**src/rtl/tmr_pkg.sv**
```systemverilog
package tmr_pkg;

    localparam int REG_W  = 8;
    localparam int PSC_W  = 10;
    localparam int N_GR   = 2;

    localparam logic [2:0] ADR_CTRL = 3'd0;
    localparam logic [2:0] ADR_IOC  = 3'd1;
    localparam logic [2:0] ADR_IEN  = 3'd2;
    localparam logic [2:0] ADR_STAT = 3'd3;
    localparam logic [2:0] ADR_CNT  = 3'd4;
    localparam logic [2:0] ADR_GRA  = 3'd5;
    localparam logic [2:0] ADR_GRB  = 3'd6;

    localparam int FLG_A   = 0;
    localparam int FLG_B   = 1;
    localparam int FLG_OVF = 4;
    localparam logic [REG_W-1:0] FLAG_MASK = 8'h13;

    typedef struct packed {
        logic [2:0] clr_sel;
        logic [1:0] edge_sel;
        logic [2:0] clk_sel;
    } ctrl_t;

    typedef enum logic [1:0] {ACT_NONE, ACT_LOW, ACT_HIGH, ACT_FLIP} pin_act_e;
    typedef enum logic [1:0] {CAP_OFF, CAP_RISE, CAP_FALL, CAP_BOTH} cap_edge_e;

    function automatic logic is_compare(input logic [3:0] code);
        return (code[3] == 1'b0) && (code[1:0] != 2'b00);
    endfunction

    function automatic pin_act_e pin_action(input logic [3:0] code);
        if (!is_compare(code)) return ACT_NONE;
        unique case (code[1:0])
            2'd1:    return ACT_LOW;
            2'd2:    return ACT_HIGH;
            default: return ACT_FLIP;
        endcase
    endfunction

    function automatic cap_edge_e cap_edge(input logic [3:0] code);
        unique case (code)
            4'd8:    return CAP_RISE;
            4'd9:    return CAP_FALL;
            4'd10:   return CAP_BOTH;
            default: return CAP_OFF;
        endcase
    endfunction

endpackage

```
**src/rtl/tmr_tick_gen.sv**
```systemverilog
module tmr_tick_gen
    import tmr_pkg::*;
#(
    parameter int SYNC_N = 2
) (
    input  logic       clk,
    input  logic       rst,
    input  logic       run,
    input  logic [2:0] clk_sel,
    input  logic [1:0] edge_sel,
    input  logic       ext_a,
    input  logic       ext_b,
    output logic       tick
);

    logic [PSC_W-1:0]  psc_q;
    logic [SYNC_N-1:0] sync_a_q, sync_b_q;
    logic              src, src_q, rise, fall, edge_hit;

    always_ff @(posedge clk) begin
        if (rst || !run) psc_q <= '0;
        else             psc_q <= psc_q + 1'b1;
    end

    always_ff @(posedge clk) begin
        if (rst) begin
            sync_a_q <= '0;
            sync_b_q <= '0;
            src_q    <= 1'b0;
        end else begin
            sync_a_q <= {sync_a_q[SYNC_N-2:0], ext_a};
            sync_b_q <= {sync_b_q[SYNC_N-2:0], ext_b};
            src_q    <= src;
        end
    end

    // divided clocks are psc bits; bit 2k-1 gives a period of 4^k cycles
    always_comb begin
        unique case (clk_sel)
            3'd1:    src = psc_q[1];
            3'd2:    src = psc_q[3];
            3'd3:    src = psc_q[5];
            3'd4:    src = psc_q[7];
            3'd5:    src = psc_q[9];
            3'd6:    src = sync_a_q[SYNC_N-1];
            3'd7:    src = sync_b_q[SYNC_N-1];
            default: src = 1'b0;
        endcase
    end

    assign rise = src & ~src_q;
    assign fall = ~src & src_q;

    always_comb begin
        unique case (edge_sel)
            2'd0:    edge_hit = rise;
            2'd1:    edge_hit = fall;
            default: edge_hit = rise | fall;
        endcase
    end

    assign tick = run && ((clk_sel == 3'd0) || edge_hit);

endmodule

```
**src/rtl/tmr_gr_unit.sv**
```systemverilog
module tmr_gr_unit
    import tmr_pkg::*;
#(
    parameter int CNT_W  = 16,
    parameter int SYNC_N = 2
) (
    input  logic             clk,
    input  logic             rst,
    input  logic [3:0]       ioc,
    input  logic [3:0]       ioc_new,
    input  logic             ioc_wr,
    input  logic             gr_wr,
    input  logic [CNT_W-1:0] wdata,
    input  logic             adv,
    input  logic [CNT_W-1:0] cnt,
    input  logic [CNT_W-1:0] cnt_nxt,
    input  logic             cap_pin,
    output logic [CNT_W-1:0] gr,
    output logic             hit,
    output logic             cap_evt,
    output logic             pin
);

    logic [SYNC_N-1:0] sync_q;
    logic              prev_q, lvl, rise, fall;
    logic [CNT_W-1:0]  gr_q;
    logic              pin_q;

    always_ff @(posedge clk) begin
        if (rst) begin
            sync_q <= '0;
            prev_q <= 1'b0;
        end else begin
            sync_q <= {sync_q[SYNC_N-2:0], cap_pin};
            prev_q <= sync_q[SYNC_N-1];
        end
    end

    assign lvl  = sync_q[SYNC_N-1];
    assign rise = lvl & ~prev_q;
    assign fall = ~lvl & prev_q;

    always_comb begin
        unique case (cap_edge(ioc))
            CAP_RISE: cap_evt = rise;
            CAP_FALL: cap_evt = fall;
            CAP_BOTH: cap_evt = rise | fall;
            default:  cap_evt = 1'b0;
        endcase
    end

    // match is judged on the value the counter is about to take
    assign hit = adv && is_compare(ioc) && (cnt_nxt == gr_q);

    always_ff @(posedge clk) begin
        if (rst)          gr_q <= '1;
        else if (gr_wr)   gr_q <= wdata;
        else if (cap_evt) gr_q <= cnt;
    end

    always_ff @(posedge clk) begin
        if (rst) begin
            pin_q <= 1'b0;
        end else if (ioc_wr && is_compare(ioc_new)) begin
            pin_q <= ioc_new[2];
        end else if (hit) begin
            unique case (pin_action(ioc))
                ACT_LOW:  pin_q <= 1'b0;
                ACT_HIGH: pin_q <= 1'b1;
                ACT_FLIP: pin_q <= ~pin_q;
                default:  pin_q <= pin_q;
            endcase
        end
    end

    assign gr  = gr_q;
    assign pin = pin_q;

    AST_PIN_SET_ON_HIT: assert property (@(posedge clk) disable iff (rst)
        (hit && !ioc_wr && pin_action(ioc) == ACT_HIGH) |=> pin_q);
    AST_CAPTURE_LATCH: assert property (@(posedge clk) disable iff (rst)
        (cap_evt && !gr_wr) |=> (gr_q == $past(cnt)));

endmodule

```
**src/rtl/tmr_channel.sv**
```systemverilog
module tmr_channel
    import tmr_pkg::*;
#(
    parameter int CNT_W  = 16,
    parameter int SYNC_N = 2
) (
    input  logic             clk,
    input  logic             rst,
    input  logic             run,
    input  logic [2:0]       bus_addr,
    input  logic             bus_wr,
    input  logic             bus_rd,
    input  logic [CNT_W-1:0] bus_wdata,
    output logic [CNT_W-1:0] bus_rdata,
    input  logic             ext_clk_a,
    input  logic             ext_clk_b,
    input  logic             cap_pin_a,
    input  logic             cap_pin_b,
    output logic             cmp_out_a,
    output logic             cmp_out_b,
    output logic             irq
);

    localparam int PAD = CNT_W - REG_W;

    ctrl_t             ctrl_q;
    logic [REG_W-1:0]  ioc_q, ien_q, flags_q, seen_q;
    logic [CNT_W-1:0]  cnt_q, cnt_nxt;
    logic [CNT_W-1:0]  gr_val [N_GR];
    logic [N_GR-1:0]   hit, cap, pin, gr_wr, cap_in;
    logic              tick, adv, clr_hit, wrap;
    logic              ctrl_wr, ioc_wr, ien_wr, stat_wr, cnt_wr, stat_rd;
    logic [REG_W-1:0]  set_vec, clr_vec;

    assign ctrl_wr = bus_wr && (bus_addr == ADR_CTRL);
    assign ioc_wr  = bus_wr && (bus_addr == ADR_IOC);
    assign ien_wr  = bus_wr && (bus_addr == ADR_IEN);
    assign stat_wr = bus_wr && (bus_addr == ADR_STAT);
    assign cnt_wr  = bus_wr && (bus_addr == ADR_CNT);
    assign stat_rd = bus_rd && (bus_addr == ADR_STAT);
    assign gr_wr   = {bus_wr && (bus_addr == ADR_GRB), bus_wr && (bus_addr == ADR_GRA)};
    assign cap_in  = {cap_pin_b, cap_pin_a};

    tmr_tick_gen #(.SYNC_N(SYNC_N)) u_tick (
        .clk      (clk),
        .rst      (rst),
        .run      (run),
        .clk_sel  (ctrl_q.clk_sel),
        .edge_sel (ctrl_q.edge_sel),
        .ext_a    (ext_clk_a),
        .ext_b    (ext_clk_b),
        .tick     (tick)
    );

    generate
        for (genvar g = 0; g < N_GR; g++) begin : g_gr
            tmr_gr_unit #(.CNT_W(CNT_W), .SYNC_N(SYNC_N)) u_gr (
                .clk     (clk),
                .rst     (rst),
                .ioc     (ioc_q[4*g +: 4]),
                .ioc_new (bus_wdata[4*g +: 4]),
                .ioc_wr  (ioc_wr),
                .gr_wr   (gr_wr[g]),
                .wdata   (bus_wdata),
                .adv     (adv),
                .cnt     (cnt_q),
                .cnt_nxt (cnt_nxt),
                .cap_pin (cap_in[g]),
                .gr      (gr_val[g]),
                .hit     (hit[g]),
                .cap_evt (cap[g]),
                .pin     (pin[g])
            );
        end
    endgenerate

    always_comb begin
        unique case (ctrl_q.clr_sel)
            3'd1:    clr_hit = is_compare(ioc_q[3:0]) && (cnt_q == gr_val[0]);
            3'd2:    clr_hit = is_compare(ioc_q[7:4]) && (cnt_q == gr_val[1]);
            default: clr_hit = 1'b0;
        endcase
    end

    assign cnt_nxt = clr_hit ? '0 : cnt_q + 1'b1;
    assign wrap    = !clr_hit && (cnt_q == '1);
    assign adv     = tick && !cnt_wr;

    always_ff @(posedge clk) begin
        if (rst)         cnt_q <= '0;
        else if (cnt_wr) cnt_q <= bus_wdata;
        else if (adv)    cnt_q <= cnt_nxt;
    end

    always_ff @(posedge clk) begin
        if (rst) begin
            ctrl_q <= '0;
            ioc_q  <= '0;
            ien_q  <= '0;
        end else begin
            if (ctrl_wr) ctrl_q <= ctrl_t'(bus_wdata[REG_W-1:0]);
            if (ioc_wr)  ioc_q  <= bus_wdata[REG_W-1:0];
            if (ien_wr)  ien_q  <= bus_wdata[REG_W-1:0];
        end
    end

    always_comb begin
        set_vec          = '0;
        set_vec[FLG_A]   = hit[0] | cap[0];
        set_vec[FLG_B]   = hit[1] | cap[1];
        set_vec[FLG_OVF] = adv && wrap;
        clr_vec          = stat_wr ? (seen_q & ~bus_wdata[REG_W-1:0] & FLAG_MASK) : '0;
    end

    always_ff @(posedge clk) begin
        if (rst) begin
            flags_q <= '0;
            seen_q  <= '0;
        end else begin
            flags_q <= ((flags_q & ~clr_vec) | set_vec) & FLAG_MASK;
            if (stat_rd)      seen_q <= flags_q;
            else if (stat_wr) seen_q <= seen_q & ~clr_vec;
        end
    end

    always_comb begin
        unique case (bus_addr)
            ADR_CTRL: bus_rdata = {{PAD{1'b0}}, ctrl_q};
            ADR_IOC:  bus_rdata = {{PAD{1'b0}}, ioc_q};
            ADR_IEN:  bus_rdata = {{PAD{1'b0}}, ien_q};
            ADR_STAT: bus_rdata = {{PAD{1'b0}}, flags_q};
            ADR_CNT:  bus_rdata = cnt_q;
            ADR_GRA:  bus_rdata = gr_val[0];
            ADR_GRB:  bus_rdata = gr_val[1];
            default:  bus_rdata = '0;
        endcase
    end

    assign irq       = |(flags_q & ien_q & FLAG_MASK);
    assign cmp_out_a = pin[0];
    assign cmp_out_b = pin[1];

    AST_FREEZE_WHEN_HALTED: assert property (@(posedge clk) disable iff (rst)
        (!run && !cnt_wr) |=> $stable(cnt_q));
    AST_CLEAR_AFTER_MATCH: assert property (@(posedge clk) disable iff (rst)
        (adv && ctrl_q.clr_sel == 3'd1 && is_compare(ioc_q[3:0]) && cnt_q == gr_val[0])
        |=> (cnt_q == '0));
    AST_OVF_FLAG_SET: assert property (@(posedge clk) disable iff (rst)
        (adv && !clr_hit && cnt_q == '1) |=> flags_q[FLG_OVF]);
    AST_FLAG_STICKY: assert property (@(posedge clk) disable iff (rst)
        !stat_wr |=> (($past(flags_q) & ~flags_q) == '0));

endmodule

```
**config.mk**
```make
export PLATFORM = sky130hd
export DESIGN_NAME = tmr_channel
export DESIGN_NICKNAME = d
export VERILOG_FILES = /design/src/rtl/tmr_pkg.sv /design/src/rtl/tmr_tick_gen.sv /design/src/rtl/tmr_gr_unit.sv /design/src/rtl/tmr_channel.sv
export SDC_FILE = /design/constraint.sdc
export NUM_CORES = 1
export LEC_CHECK = 0
export BUFFER_PORTS_ARGS = -buffer_cell sky130_fd_sc_hd__buf_2
export CAP_MARGIN = 10
export CORE_MARGIN = 8
export CORE_UTILIZATION = 40
export CTS_BUF_LIST = sky130_fd_sc_hd__clkbuf_4 sky130_fd_sc_hd__clkbuf_8 sky130_fd_sc_hd__clkbuf_16
export DETAILED_ROUTE_END_ITERATION = 7
export GPL_ROUTABILITY_DRIVEN = 1
export GPL_TIMING_DRIVEN = 1
export PLACE_DENSITY = 0.59
export SYNTH_ARGS = -nofsm -noshare
export SYNTH_HDL_FRONTEND = slang
export SYNTH_HIERARCHICAL = 1
export SYNTH_SLANG_ARGS = --single-unit
```
**constraint.sdc**
```tcl
create_clock -name clk -period 3.9 [get_ports clk]
set_input_delay 0.78 -clock clk [delete_from_list [all_inputs] [get_ports clk]]
set_output_delay 0.78 -clock clk [all_outputs]
set_load 0.02 [all_outputs]
```
==> flow_metrics.py, run 1 <==
metrics = {
    "run_status": {
        "status": "finished, final reports clean",
    },
    "route": {
        "vias_per_cell": 5.52,
        "dr_wl_met3_mm": 1.17,
        "wl_met2_mm": 8.95,
        "maxUsedRoutingLayer": "met4",
        "drtAntennaViolNets": 0,
        "drt-total-wl_mm": 19.7,
        "detail_route.wl_per_cell_um": 19.4,
        "first_iter_violations": 460,
        "drc": 0,
        "first_pass_iters": 5,
        "wl_met1_mm": 9.25,
        "via_count": 5610,
    },
    "timing": {
        "maxSlewViolCount": 0,
        "fin_crit_sh_pct": 91.6,
        "slew_headroom_pct": 62.3,
        "tightest_slew_ns": 0.560,
        "max_freq_mhz": 280,
        "skew_ns": 0.0113,
        "finalHoldViolations": 0,
        "period_needed_ns": 3.57,
        "setup_tns_ns": 0,
        "fin_ws_ns": 0.327,
        "finalSetupViolCount": 0,
        "rsz0062_at_grt": "no",
    },
    "setup_path": {
        "cpPeakStageDelay_ns": 0.59,
        "r2r_cells": 10,
        "cp_max_fo": 12,
        "cp_cell_sequence": "or4b_1 > nor4_2 > nand3_2 > o21ai_4 > nor2_1 > xor2_1 > nor4_1 > o2111ai_1 > o311a_1 > a211oi_1",
        "reg2reg_slack_ns": 0.33,
        "rr_startpoint": "ioc_q[3]",
        "crit_type": "flip-flop to flip-flop",
        "timing.rr.end": "g_gr[1].u_gr/pin",
        "critical_path_arrival_ns": 3.85,
        "startpoint": "ioc_q[3]",
        "cpMaxStageDelayCell": "or4b_1",
        "cp-end-kind": "flip-flop",
        "required_ns": 4.18,
        "start_kind": "flip-flop",
        "crit_path_end": "g_gr[1].u_gr/pin",
    },
    "finish": {
        "final_common_cell": "dfxtp_1",
        "layout.nets": 831,
        "final_cell_mix": "101 x dfxtp_1, 86 x a21oi_1, 64 x nor2_1",
        "drive_gt1_share_pct": 14.1,
        "final_core_util_pct": 45.1,
        "final_cells": 1016,
        "area_growth_pct": 11.5,
        "diodes": 0,
    },
    "global_routing": {
        "grt_pass1_vias": 5430,
        "globalRouteOverflowTotal": 0,
        "grt_max_degree": 45,
        "grt_pass1_wl_mm": 31.6,
        "antenna_found_initial": 0,
        "grt_usage_pct": 20.2,
    },
    "min_path": {
        "min_path_cells": 1,
        "hold_class": "flip-flop to flip-flop",
    },
    "placed_design": {
        "port-buffer-count": 46,
        "dpl.cell_count": 1000,
        "pre_cts_ws_ns": 0.438,
        "place_congestion": 0.915,
        "hpwl_mm": 13.8,
    },
    "floorplanning": {
        "num_rows": 46,
        "initial_core_util_pct": 40.4,
        "die_area_um2": 20200,
        "io_pins": 47,
        "die_height_um": 142,
        "core-area_um2": 15700,
        "die_x_um": 142,
    },
    "clock_tree": {
        "hold_buffers": 0,
        "root_buffer": "clkbuf_16",
        "cts_tree": "built",
        "clockBufferDepth": 2,
        "ctsResizeCount": 0,
        "clk_latency_ns": 0.36,
        "cts_setup_buffers": 0,
        "clock-sinks": 101,
        "htreeDepth": 3,
        "cts_made_buffers": 9,
        "cts.clk_slew.worst_paths_ns": 0.08,
    },
    "yosys": {
        "ys_ff_latch": 101,
        "synth_cell_types": 61,
        "yosysWarningCount": 6,
        "synth-edff-count": 0,
        "synth_fp_nets": 805,
        "async_flop_share_pct": 0,
        "ys_seq_area_share_pct": 31.8,
        "synth_cells": 769,
        "syn-cell-area_um2": 6350,
        "syn_avg_cell_area_um2": 8.26,
        "synth_ff_type": "dfxtp_1",
    },
    "power_and_ir_drop": {
        "total_power_uw": 2340,
        "ir_drop_v": 0.000210,
        "leakage_uw": 0.00272,
        "power.density_nw_per_um2": 330,
    },
    "flow_run": {
        "drv_cap": 0,
    },
}
-- cells by family (layout without fill, tap and decap cells) --
kind of cell    Yosys count  count (layout)  share of synthesized area (%)
compound gates          152             152                           14.3
xor+xnor                 81              81                           11.2
fa+ha+maj                 8               8                           1.58
buf+inv                  78             109                           5.42
flops                   101             101                           31.8
mux                      68              68                           11.6
simple gates            281             281                           24.1
-- synthesized netlist by cell type (3+ instances only) --
| library cell | number | area share (%) |
|---|---|---|
| buf_2 | 23 | 1.8 |
| nand3b_1 | 10 | 1.2 |
| a211oi_1 | 9 | 1.1 |
| nand4_1 | 5 | 0.49 |
| clkbuf_1 | 28 | 1.7 |
| ha_1 | 8 | 1.6 |
| xnor2_1 | 37 | 5.1 |
| o211ai_1 | 3 | 0.35 |
| and3_1 | 5 | 0.49 |
| or3_1 | 3 | 0.30 |
| mux2i_1 | 60 | 9.5 |
| a21oi_1 | 86 | 6.8 |
| and2_1 | 14 | 1.4 |
| nor4_1 | 9 | 0.89 |
| o21ai_1 | 3 | 0.24 |
| o31ai_1 | 6 | 0.71 |
| nor3_1 | 7 | 0.55 |
| nand2_1 | 62 | 3.7 |
| dfxtp_1 | 101 | 32 |
| a22oi_1 | 3 | 0.35 |
| or4_1 | 3 | 0.35 |
| o21ai_0 | 20 | 1.6 |
| nor3b_1 | 42 | 5.0 |
| nor2_1 | 64 | 3.8 |
| mux2_2 | 4 | 0.71 |
| nand3_1 | 16 | 1.3 |
| clkinv_1 | 3 | 0.18 |
| inv_1 | 16 | 0.95 |
| xor2_1 | 44 | 6.1 |
| a22o_1 | 3 | 0.41 |
| nor2b_1 | 25 | 2.5 |
| mux4_2 | 4 | 1.4 |
-- metal layers --
metal / vias up / global-route usage (%)
met2: 177 / 31.3
met5: - / 0
met4: 0 / 4.80
li1: 2720 / -
met1: 2691 / 27.9
met3: 22 / 4.13
-- report_power, final --
part,internal (uW),switching (uW)
clock,464,453
sequential,1060,39.7
combinational,124,201
total,1650,693
-- critical path: cells and delay by family, from the launching register on --
family	cells	cell delay, ns
simple gates	5	1.75
compound gates	4	1.23
flops	1	0.36
xor+xnor	1	0.16
-- sequential cells by signal (all words and copies together) (netlist names), 3 cells and up --
signal and cells:
cnt_q 16, ctrl_q 8, flags_q 3, g_gr.u_gr/gr 32, g_gr.u_gr/sync_q 4, ien_q 8
ioc_q 8, seen_q 3, u_tick/psc_q 10
-- layout make-up --
class                   instances  area (um^2)
flip-flops and latches        101         2020
inverters                      21         78.8
well taps                     216          270
repair buffers                 72          428
fillers                      1592         8630
clock buffers                  10          239
multi-input cells             590         3990
clock inverters                 6         52.6
-- worst min path at each step --
stage,slack (ns),to,start
global route,0.46,g_gr[0].u_gr/sync_q[1],g_gr[0].u_gr/sync_q[0]
floorplan,0.41,g_gr[0].u_gr/sync_q[1],g_gr[0].u_gr/sync_q[0]
detailed placement,0.42,g_gr[0].u_gr/sync_q[1],g_gr[0].u_gr/sync_q[0]
finish,0.44,g_gr[0].u_gr/sync_q[1],g_gr[0].u_gr/sync_q[0]
global placement,0.42,g_gr[1].u_gr/sync_q[1],g_gr[1].u_gr/sync_q[0]
CTS,0.44,g_gr[0].u_gr/sync_q[1],g_gr[0].u_gr/sync_q[0]
-- metrics by stage --
stage / hold WS, ns / instance area, um^2
after floorplan: 0.414 / 6350
after global placement: 0.422 / 6790
after detailed placement: 0.422 / 6790
after CTS: 0.441 / 7080
after global routing: 0.461 / 7080
final: 0.438 / 7080
Power figures use the tool's default switching activity.
==> run 2: changes to the inputs <==
--- a/config.mk
+++ b/config.mk
@@ -5,8 +5,10 @@
 export SDC_FILE = /design/constraint.sdc
 export NUM_CORES = 1
 export LEC_CHECK = 0
+export ABC_AREA = 1
 export BUFFER_PORTS_ARGS = -buffer_cell sky130_fd_sc_hd__buf_2
 export CAP_MARGIN = 10
+export CORE_ASPECT_RATIO = 1.5
 export CORE_MARGIN = 8
 export CORE_UTILIZATION = 40
 export CTS_BUF_LIST = sky130_fd_sc_hd__clkbuf_4 sky130_fd_sc_hd__clkbuf_8 sky130_fd_sc_hd__clkbuf_16
==> flow_metrics.py, run 2 <==
metrics = {
    "run_status": {
        "status": "finished, final reports clean",
    },
    "timing": {
        "tightest_slew_ns": 0.869,
        "max_freq_mhz": 310,
        "finalSetupViolCount": 0,
        "skew_ns": 0.00825,
        "rsz0062_at_grt": "no",
        "finalHoldViolations": 0,
        "fin_crit_sh_pct": 82.7,
        "period_needed_ns": 3.22,
        "setup_tns_ns": 0,
        "slew_headroom_pct": 42.0,
        "maxSlewViolCount": 0,
    },
    "floorplanning": {
        "die_x_um": 126,
        "num_rows": 60,
        "initial_core_util_pct": 40.4,
        "die_area_um2": 22600,
        "core-area_um2": 17800,
        "die_height_um": 180,
        "io_pins": 47,
    },
    "power_and_ir_drop": {
        "power_frac_clock_pct": 40.0,
        "seqPwrFrac_pct": 44.1,
        "sw_frac_of_total_pct": 33.0,
        "pwr-share-comb_pct": 16.0,
        "power.density_nw_per_um2": 323,
        "p_sw_uw": 841,
        "internal-power_uw": 1710,
        "total_power_uw": 2550,
        "ir_drop_v": 0.000182,
        "leakage_uw": 0.00348,
    },
    "yosys": {
        "ys_ff_latch": 101,
        "yosysMostFrequentCell": "nand2_1",
        "async_flop_share_pct": 0,
        "post-synth-top-area-cell": "dfxtp_1",
        "synth_ff_type": "dfxtp_1",
        "synth_cell_types": 46,
        "synth_top_area_share_pct": 28.1,
        "synth_cells": 1117,
        "ys_top_cells_by_count": "260 x nand2_1, 163 x inv_1, 160 x nor2_1, 101 x dfxtp_1, 66 x nand3_1",
        "synth_fp_nets": 1153,
        "yosysWarningCount": 6,
        "synth_area_leaders": "dfxtp_1 28%, nand2_1 14%, inv_1 8.5%, nor2_1 8.3%, o211ai_2 7.0%",
        "syn-cell-area_um2": 7200,
        "synth-edff-count": 0,
        "syn_avg_cell_area_um2": 6.44,
        "ys_seq_area_share_pct": 28.1,
    },
    "finish": {
        "diodes": 0,
        "seqCellArea_um2": 2020,
        "area_growth_pct": 9.77,
        "multi_input_area_um2": 4310,
        "largest_reg_flops": 32,
        "drive_gt1_share_pct": 16.4,
        "layout.nets": 1189,
        "final_cell_mix": "260 x nand2_1, 163 x inv_1, 158 x nor2_1",
        "fillers": 1902,
        "final_common_cell": "nand2_1",
    },
    "clock_tree": {
        "clockBufferDepth": 2,
        "clock-sinks": 101,
        "cts_made_buffers": 9,
        "cts.clk_slew.worst_paths_ns": 0.08,
        "cts_tree": "built",
        "ctsResizeCount": 0,
        "cts_setup_buffers": 0,
        "hold_buffers": 0,
        "clk_latency_ns": 0.37,
        "root_buffer": "clkbuf_16",
        "htreeDepth": 3,
    },
    "setup_path": {
        "critical_path_arrival_ns": 2.44,
        "crit_type": "input pin to output port",
        "required_ns": 3.12,
        "cpPeakStageDelay_ns": 0.48,
        "startpoint": "bus_addr[1]",
        "cpMaxStageDelayCell": "a221oi_1",
        "cp_max_fo": 11,
        "start_kind": "input pin",
        "reg2reg_slack_ns": 0.75,
        "cp_cell_sequence": "buf_2 > inv_1 > nor2_1 > nand2_1 > inv_1 > a221oi_1 > nand3_1 > buf_2",
        "cp-end-kind": "output port",
        "rr_startpoint": "cnt_q[1]",
    },
    "global_routing": {
        "grt_usage_pct": 24.5,
        "grt_pass1_wl_mm": 42.5,
        "grt_max_degree": 28,
        "globalRouteOverflowTotal": 0,
        "antenna_found_initial": 0,
        "grt_pass1_vias": 7300,
    },
    "route": {
        "drtAntennaViolNets": 0,
        "first_iter_violations": 567,
        "via_count": 7626,
        "drc": 0,
        "first_pass_iters": 6,
        "drt-total-wl_mm": 28.1,
        "vias_per_cell": 5.55,
        "detail_route.wl_per_cell_um": 20.4,
    },
    "min_path": {
        "holdCritStartpoint": "g_gr[0].u_gr/sync_q[0]",
        "hold_class": "flip-flop to flip-flop",
    },
    "placed_design": {
        "hpwl_mm": 21.5,
        "place_congestion": 0.962,
        "port-buffer-count": 46,
    },
    "flow_run": {
        "drv_cap": 0,
    },
}
==> run 2: power by group through the flow <==
stage	sequential (uW)	clock (uW)	combinational [uW]
global route	1130	1070	444
floorplan	1120	0	264
finish	1120	1020	407
global placement	1150	0	399
CTS	1120	1040	401
detailed placement	1150	0	398
==> run 2: critical path: cells and delay by family <==
kind | cells | cell delay (ns)
buffers and inverters | 4 | 0.64
AOI/OAI and AO/OA | 1 | 0.48
and+or+nand+nor | 3 | 0.54
==> run 2: routing by layer <==
metal	up-vias	share of wire, %	track usage, %
met5	-	0	0
met4	0	8.6	20.4
met3	100	5.7	3.85
met2	321	48	41.8
met1	3523	37	26.2
li1	3682	-	-
==> run 2: per-stage QoR <==
stage / hold slack [ns] / setup slack [ns] / cell area, um^2 / utilization, % / instances
2_1_floorplan: 0.388 / 1.36 / 7200 / - / 1117
3_3_place_gp: 0.389 / 0.599 / 7570 / 42.6 / 1359
3_5_place_dp: 0.398 / 0.599 / 7570 / 42.6 / 1359
4_1_cts: 0.411 / 0.748 / 7900 / 44.4 / 1375
5_1_grt: 0.433 / 0.442 / 7900 / 44.4 / 1375
6_report: 0.407 / 0.675 / 7900 / 44.4 / 1375
==> run 2: cells by family after synthesis <==
| kind of cell | after synthesis | synth area share (%) |
|---|---|---|
| AOI/OAI and AO/OA | 193 | 19.3 |
| xor gates and xnor gates | 22 | 2.68 |
| adders and majority gates | 8 | 1.39 |
| buffers and inverters | 208 | 12.1 |
| DFF | 101 | 28.1 |
| and+or+nand+nor | 585 | 36.4 |
==> run 2: path summary, 6_finish.rpt <==
| kind | endpoint | cells after the start |
|---|---|---|
| setup / recovery | bus_rdata[1] | 8 |
| hold / removal | g_gr[0].u_gr/sync_q[1] | 2 |
| setup reg to reg | flags_q[0] | 13 |
| hold reg to reg | g_gr[0].u_gr/sync_q[1] | 2 |
==> run 2: final cells by class <==
cell class / instances / share of cell area (%)
multi-input cells: 808 / 54.5
flip-flops and latches: 101 / 25.6
inverters: 178 / 8.52
repair buffers: 55 / 3.77
well taps: 217 / 3.44
clock buffers: 9 / 2.85
clock inverters: 7 / 1.30
==> run 3: changes to the inputs <==
==> constraint.sdc (replaced) <==
create_clock -name clk -period 3.1 [get_ports clk]
set_input_delay 0.62 -clock clk [delete_from_list [all_inputs] [get_ports clk]]
set_output_delay 0.62 -clock clk [all_outputs]
set_load 0.02 [all_outputs]
==> flow_metrics.py, run 3 (synthesis gave the netlist of run 2 again) <==
metrics = {
    "floorplanning": {
        "die_height_um": 180,
        "die_area_um2": 22600,
        "core-area_um2": 17800,
        "num_rows": 60,
        "io_pins": 47,
        "die_x_um": 126,
        "initial_core_util_pct": 40.4,
    },
    "timing": {
        "period_needed_ns": 2.89,
        "slew_headroom_pct": 39.8,
        "rsz0062_at_grt": "no",
        "maxSlewViolCount": 0,
        "setup_tns_ns": 0,
        "tightest_slew_ns": 0.902,
        "fin_crit_sh_pct": 93.1,
        "max_freq_mhz": 346,
        "skew_ns": 0.0133,
        "finalSetupViolCount": 0,
        "finalHoldViolations": 0,
        "whs_ns": 0.405,
    },
    "min_path": {
        "holdCritStartpoint": "g_gr[0].u_gr/sync_q[0]",
        "min_to": "g_gr[0].u_gr/sync_q[1]",
        "min_path_cells": 2,
        "hold_class": "flip-flop to flip-flop",
    },
    "global_routing": {
        "grt_pass1_vias": 7611,
        "globalRouteOverflowTotal": 0,
        "grt_pass1_wl_mm": 43.2,
        "antenna_found_initial": 0,
        "grt_usage_pct": 25.1,
        "grt_max_degree": 28,
    },
    "power_and_ir_drop": {
        "power.density_nw_per_um2": 391,
        "leakage_uw": 0.00362,
        "ir_drop_v": 0.000252,
    },
    "setup_path": {
        "required_ns": 3.40,
        "reg2reg_slack_ns": 0.21,
        "rr_startpoint": "cnt_q[0]",
        "start_kind": "flip-flop",
        "cp-end-kind": "flip-flop",
        "critical_path_arrival_ns": 3.19,
        "cp.buffers_inverters": 2,
        "cp_max_fo": 7,
        "cp_top_family": "simple AND/OR/NAND/NOR gates",
        "cpPeakStageDelay_ns": 0.48,
        "cpMaxStageDelayCell": "dfxtp_1",
        "cp_cell_sequence": "ha_1 > nand2_4 > nor3_4 > nand2_2 > inv_1 > nand3_1 > o21ai_0 > and2_1 > inv_1 > nand2_1 > nand2_1 > nor3b_1 > nand4_1 > nor2_1 > nor2_1 > a21oi_1",
        "timing.rr.end": "flags_q[1]",
        "r2r_cells": 16,
        "crit_type": "flip-flop to flip-flop",
    },
    "finish": {
        "area_growth_pct": 12.5,
        "layout.nets": 1216,
        "final_cell_mix": "260 x nand2_1, 163 x inv_1, 157 x nor2_1",
        "drive_gt1_share_pct": 18.8,
        "final_common_cell": "nand2_1",
        "diodes": 0,
        "largest_reg_flops": 32,
    },
    "route": {
        "first_pass_iters": 5,
        "drt-total-wl_mm": 28.3,
        "via_count": 7715,
        "first_iter_violations": 632,
        "detail_route.wl_per_cell_um": 20.2,
        "drtAntennaViolNets": 0,
        "drc": 0,
        "vias_per_cell": 5.50,
    },
    "clock_tree": {
        "root_buffer": "clkbuf_16",
        "cts_tree": "built",
        "clock-sinks": 101,
        "htreeDepth": 3,
        "clockBufferDepth": 2,
        "cts.clk_slew.worst_paths_ns": 0.08,
        "cts_setup_buffers": 0,
        "cts_made_buffers": 9,
        "clk_latency_ns": 0.37,
    },
    "placed_design": {
        "hpwl_mm": 22.4,
        "port-buffer-count": 46,
        "place_congestion": 0.976,
    },
    "flow_run": {
        "drv_cap": 0,
    },
    "run_status": {
        "status": "finished, final reports clean",
    },
}
==> run 3: cell count changes in the layout (fill, tap and decap cells not counted), sizes merged <==
| cell | change |
|---|---|
| buf | +27 |
| inv | +2 |
| clkinv | -1 |
| bufinv | -1 |
==> run 3: timing repair <==
| action | 4_1_cts | 5_1_grt |
|---|---|---|
| hold buffers | 0 | 0 |
| resized for setup | 0 | 7 |
| endpoints found under the setup margin | 0 | 3 |
| endpoints found under the hold margin | 0 | 0 |
==> run 3: per-stage QoR <==
| step | area, um^2 | cells | worst slack (ns) | total power, uW | util, % |
|---|---|---|---|---|---|
| 2_1_floorplan | 7200 | 1117 | 0.692 | 1750 | - |
| 3_3_place_gp | 7770 | 1386 | 0.244 | 1970 | 43.7 |
| 3_5_place_dp | 7770 | 1386 | 0.230 | 1970 | 43.7 |
| 4_1_cts | 8080 | 1402 | 0.211 | 3180 | 45.4 |
| 5_1_grt | 8100 | 1402 | 0.0135 | 3300 | 45.5 |
| 6_report | 8100 | 1402 | 0.213 | 3170 | 45.5 |
==> run 3: per-layer routing <==
metal | global-route usage (%) | share of wire, %
met5 | 0 | 0
met4 | 20.6 | 9.4
met3 | 4.59 | 5.9
met2 | 43.6 | 48
met1 | 25.7 | 37
==> run 3: power by group <==
part           switching (uW)  leakage (uW)  internal [uW]
Sequential               59.5      0.000825           1340
Clock                     637      0.000150            581
Combinational             379       0.00264            166
Total                    1070       0.00362           2090
==> run 3: area by class of cell <==
| class | instances | area (um^2) |
|---|---|---|
| Tap cell | 217 | 272 |
| Clock buffer | 9 | 225 |
| Fill cell | 1912 | 9690 |
| Multi-Input combinational cell | 808 | 4320 |
| Inverter | 178 | 673 |
| Timing Repair Buffer | 82 | 500 |
| Clock inverter | 7 | 81.3 |
| Sequential cell | 101 | 2030 |
==> run 3: worst max-delay path by stage <==
stage | startpoint | end | slack (ns) | depth (start not counted)
after floorplan | ctrl_q[1] | flags_q[0] | 0.69 | 21
after global placement | cnt_q[1] | g_gr[1].u_gr/pin | 0.24 | 14
after detailed placement | cnt_q[7] | flags_q[0] | 0.23 | 15
after CTS | cnt_q[7] | flags_q[0] | 0.21 | 15
after global routing | cnt_q[0] | flags_q[1] | 0.01 | 16
final | cnt_q[0] | flags_q[1] | 0.21 | 16
==> run 3: worst register-to-register path: stages, from the launching register on <==
cell and delay (ns):
dfxtp_1 0.48, ha_1 0.27, nand2_4 0.08, nor3_4 0.26
nand2_2 0.14, inv_1 0.10, nand3_1 0.10, o21ai_0 0.24
and2_1 0.22, inv_1 0.06, nand2_1 0.05, nand2_1 0.12
nor3b_1 0.23, nand4_1 0.11, nor2_1 0.17, nor2_1 0.07
a21oi_1 0.13
